$ cat src/rtl/dram_refresh_seq.sv
module dram_refresh_seq #(
  parameter int ROW_W = 8
) (
  input  logic             clk,
  input  logic             rst_n,
  input  logic             tick_n,
  input  logic             grant,
  output logic             dreq,
  output logic [ROW_W-1:0] row_addr,
  output logic             ras,
  output logic             bus_own,
  output logic             bus_release
);
  localparam logic [ROW_W-1:0] ROW_STEP = 1;

  typedef enum logic [1:0] {S_IDLE, S_STROBE, S_HANDBACK} seq_t;

  seq_t             state;
  logic             tick_q;
  logic             pend;
  logic [ROW_W-1:0] row;
  logic             fall;
  logic             take;

  assign fall = tick_q & ~tick_n;
  assign take = (state == S_IDLE) & pend & grant;

  always_ff @(posedge clk) begin
    if (!rst_n) begin
      tick_q <= 1'b1;
      pend   <= 1'b0;
      row    <= '0;
      state  <= S_IDLE;
    end else begin
      tick_q <= tick_n;
      pend   <= fall | (pend & ~take);
      case (state)
        S_IDLE:     if (take) state <= S_STROBE;
        S_STROBE: begin
          state <= S_HANDBACK;
          row   <= row + ROW_STEP;
        end
        S_HANDBACK: state <= S_IDLE;
        default:    state <= S_IDLE;
      endcase
    end
  end

  assign dreq        = pend;
  assign row_addr    = row;
  assign ras         = (state == S_STROBE);
  assign bus_own     = (state != S_IDLE);
  assign bus_release = (state == S_HANDBACK);
endmodule

$ cat config.mk
export PLATFORM = sky130hd
export DESIGN_NAME = dram_refresh_seq
export DESIGN_NICKNAME = d
export VERILOG_FILES = /design/src/rtl/dram_refresh_seq.sv
export SDC_FILE = /design/constraint.sdc
export NUM_CORES = 1
export LEC_CHECK = 0
export ABC_AREA = 0
export CORE_AREA = 3 3 40 42
export CTS_CLUSTER_DIAMETER = 80
export DETAILED_ROUTE_END_ITERATION = 10
export DIE_AREA = 0 0 43 45
export PLACE_DENSITY = 0.67
export SLEW_MARGIN = 25
export SYNTH_ARGS = -nofsm -noshare
export SYNTH_HDL_FRONTEND = slang
export SYNTH_SLANG_ARGS = --single-unit
$ cat constraint.sdc
create_clock -name clk -period 3.2 [get_ports clk]
set_input_delay 0.64 -clock clk [delete_from_list [all_inputs] [get_ports clk]]
set_output_delay 0.64 -clock clk [all_outputs]
set_load 0.05 [all_outputs]
==> impl_metrics.toml <==
[route]
drt_wl_total_um = 896
ant_nets = 0
drt_iter0_drc = 3
drc = 0
dr.pass1.iters = 4
routedWlPerCell_um = 10.4
via_per_inst = 4.92
vias = 423

[global_route]
grt_util_all_layers_pct = 10.8
grt-ovfl-total = 0
grt_max_degree = 9
antenna_found_initial = 0
grt_pass1_wl_mm = 1.54
grt_pass1_vias = 379

[floorplan]
die_w_um = 43
initial_utilization_pct = 39.0
io_pins = 16
core.rowCount = 13
core_area_sq_um = 1280
die_h_um = 45
die_area_sq_um = 1940

[yosys]
yosys_register_bits = 12
synth.distinct_cells = 24
ys_warn_count = 0
syn_nets = 57
avgSynthCellArea_sq_um = 9.65
synth_area_sq_um = 502
syn_inst = 52
yosysSeqAreaShare_pct = 47.9

[clock_tree]
insertion_delay_ps = 270
clkSinkCount = 12
cts_root_buffer = "clkbuf_4"
cts_setup_buffers = 0
ctsResizeCount = 0
clk_pin_slew_worst_paths_ps = 80
cts_tree = "built"
cts_hold_buf = 0
numCtsBuffers = 3
cts-htree-levels = 1
cts_max_path_buffers = 2

[timing]
maxSlewViolCount = 0
skew_ps = 4.15
hold_viol = 0
period_minus_slack_ps = 2570
rsz0062_at_grt = "false"
max_freq_mhz = 389
tightest_slew_ps = 498
relSlewSlack_pct = 66.7
setup_violations = 0
fin_setup_tns_ps = 0
min_period_over_period_pct = 80.3
setup_ws_ps = 631

[hold_path]
hold-path-endpoint = "row_addr[7]$_SDFFE_PN0P_"
hold_depth = 2
hold_path.startpoint = "row_addr[7]$_SDFFE_PN0P_"
min_path_type = "reg2reg"

[run_status]
outcome = "finished clean"

[placed_design]
place_ws_ps = 948
detailed_place.area_sq_um = 671
dp_hpwl_um = 673
finalWeightedCongestion = 0.688
port_buffers = 15

[final_layout]
drive_gt1_share_pct = 11.3
finalNetCount = 77
nFillCells = 126
area_delta_synth_final_pct = 40.9
multi_input_area_sq_um = 246
regArea_sq_um = 240
diodes = 0
finalInstanceArea_sq_um = 707

[worst_setup_path]
reg2reg_slack_ps = 1830
critical_path_class = "reg2out"
critPathArrivalTime_ps = 1930
r2r-start = "row_addr[0]$_SDFFE_PN0P_"
start_kind = "flop"
required_ps = 2560
critPathMaxFanout = 5
crit_path_end_kind = "primary output"
reg2reg_to = "row_addr[4]$_SDFFE_PN0P_"
rr_worst_depth = 4

[power_and_ir_drop]
ir_drop_uv = 323
leakage_nw = 0.283
p_per_area_nw_per_um2 = 422

[job]
max_cap_violations = 0
cell type report:
type	count	share of cell area (%)
multi-input cells	36	34.9
flip-flops and latches	12	34.0
repair buffers	15	21.2
clock buffers	4	5.13
well taps	15	2.65
inverters	4	2.12
cell usage after synthesis, drive strengths merged:
library cell / n / share of area, %
nand4b: 1 / 4.7
mux2i: 1 / 2.0
or3: 4 / 5.5
a21boi: 1 / 1.5
nor2: 4 / 3.0
o21a: 1 / 1.5
o21ai: 4 / 4.0
xnor2: 2 / 3.5
and2: 1 / 1.2
nor2b: 2 / 2.5
nand2: 1 / 0.75
a21oi: 5 / 5.0
inv: 4 / 3.0
and2b: 1 / 1.7
and4: 1 / 1.7
ha: 1 / 2.5
nand2b: 1 / 1.2
dfxtp: 12 / 48
o31ai: 1 / 1.5
or4: 1 / 1.5
nand3b: 1 / 1.5
nand3: 1 / 1.0
nand4: 1 / 1.2
stage by stage:
stage | instances | util [%] | hold slack (ps) | power, mW
6_report | 86 | 55.0 | 488 | 0.298
5_1_grt | 86 | 55.0 | 512 | 0.314
4_1_cts | 86 | 55.0 | 486 | 0.302
3_5_place_dp | 82 | 52.2 | 475 | 0.184
3_3_place_gp | 82 | 52.2 | 470 | 0.184
2_1_floorplan | 52 | - | 520 | 0.173
logic make-up after synthesis:
| logic type | Yosys count | share of synthesized area, % |
|---|---|---|
| mux | 1 | 2.00 |
| flops | 12 | 47.9 |
| fa+ha+maj | 1 | 2.49 |
| simple gates | 20 | 27.7 |
| compound gates | 12 | 13.5 |
| xor+xnor | 2 | 3.49 |
| buf+inv | 4 | 2.99 |
how the worst max path moves through the flow:
stage	to	slack [ps]	start
final	ras	630	state[0]$_SDFFE_PN0P_
after global routing	ras	520	state[0]$_SDFFE_PN0P_
after CTS	ras	610	state[0]$_SDFFE_PN0P_
after detailed placement	ras	950	state[0]$_SDFFE_PN0P_
after global placement	ras	970	state[0]$_SDFFE_PN0P_
after floorplan	ras	1290	state[0]$_SDFFE_PN0P_
cell usage in the layout, fill, tap and decap left out, drive strengths merged:
cell and instances:
nand3b 1, clkdlybuf4s50 15, o21a 1, nor2 4
nand4 1, and2 1, o31ai 1, xnor2 2
o21ai 4, a21oi 5, nand3 1, mux2i 1
nand2b 1, or3 4, nand4b 1, ha 1
clkbuf 4, and2b 1, nand2 1, or4 1
dfxtp 12, inv 4, a21boi 1, and4 1
nor2b 2
flip-flops by register name, indices dropped and copies added (netlist names):
register	cells
state	2
dreq	1
tick_q	1
row_addr	8
worst max-delay path, stage by stage (launching register included):
cell and delay (ps):
dfxtp_1 430, nor2b_1 360, clkdlybuf4s50_1 880
layer usage:
metal,track usage (%),vias to the layer above,share of wire [%]
li1,-,220,-
met5,0,-,0
met3,3.59,2,6.0
met2,16.2,14,44
met4,5.42,0,1.3
met1,13.8,187,49
report_power, final:
part / internal [mW] / switching, mW / leakage [nW] / total [mW]
Clock: 0.0691 / 0.0489 / 0.0210 / 0.118
Combinational: 0.0110 / 0.0151 / 0.165 / 0.0260
Sequential: 0.152 / 0.00241 / 0.0974 / 0.154
Note: power is estimated with default switching activity, not from simulation.
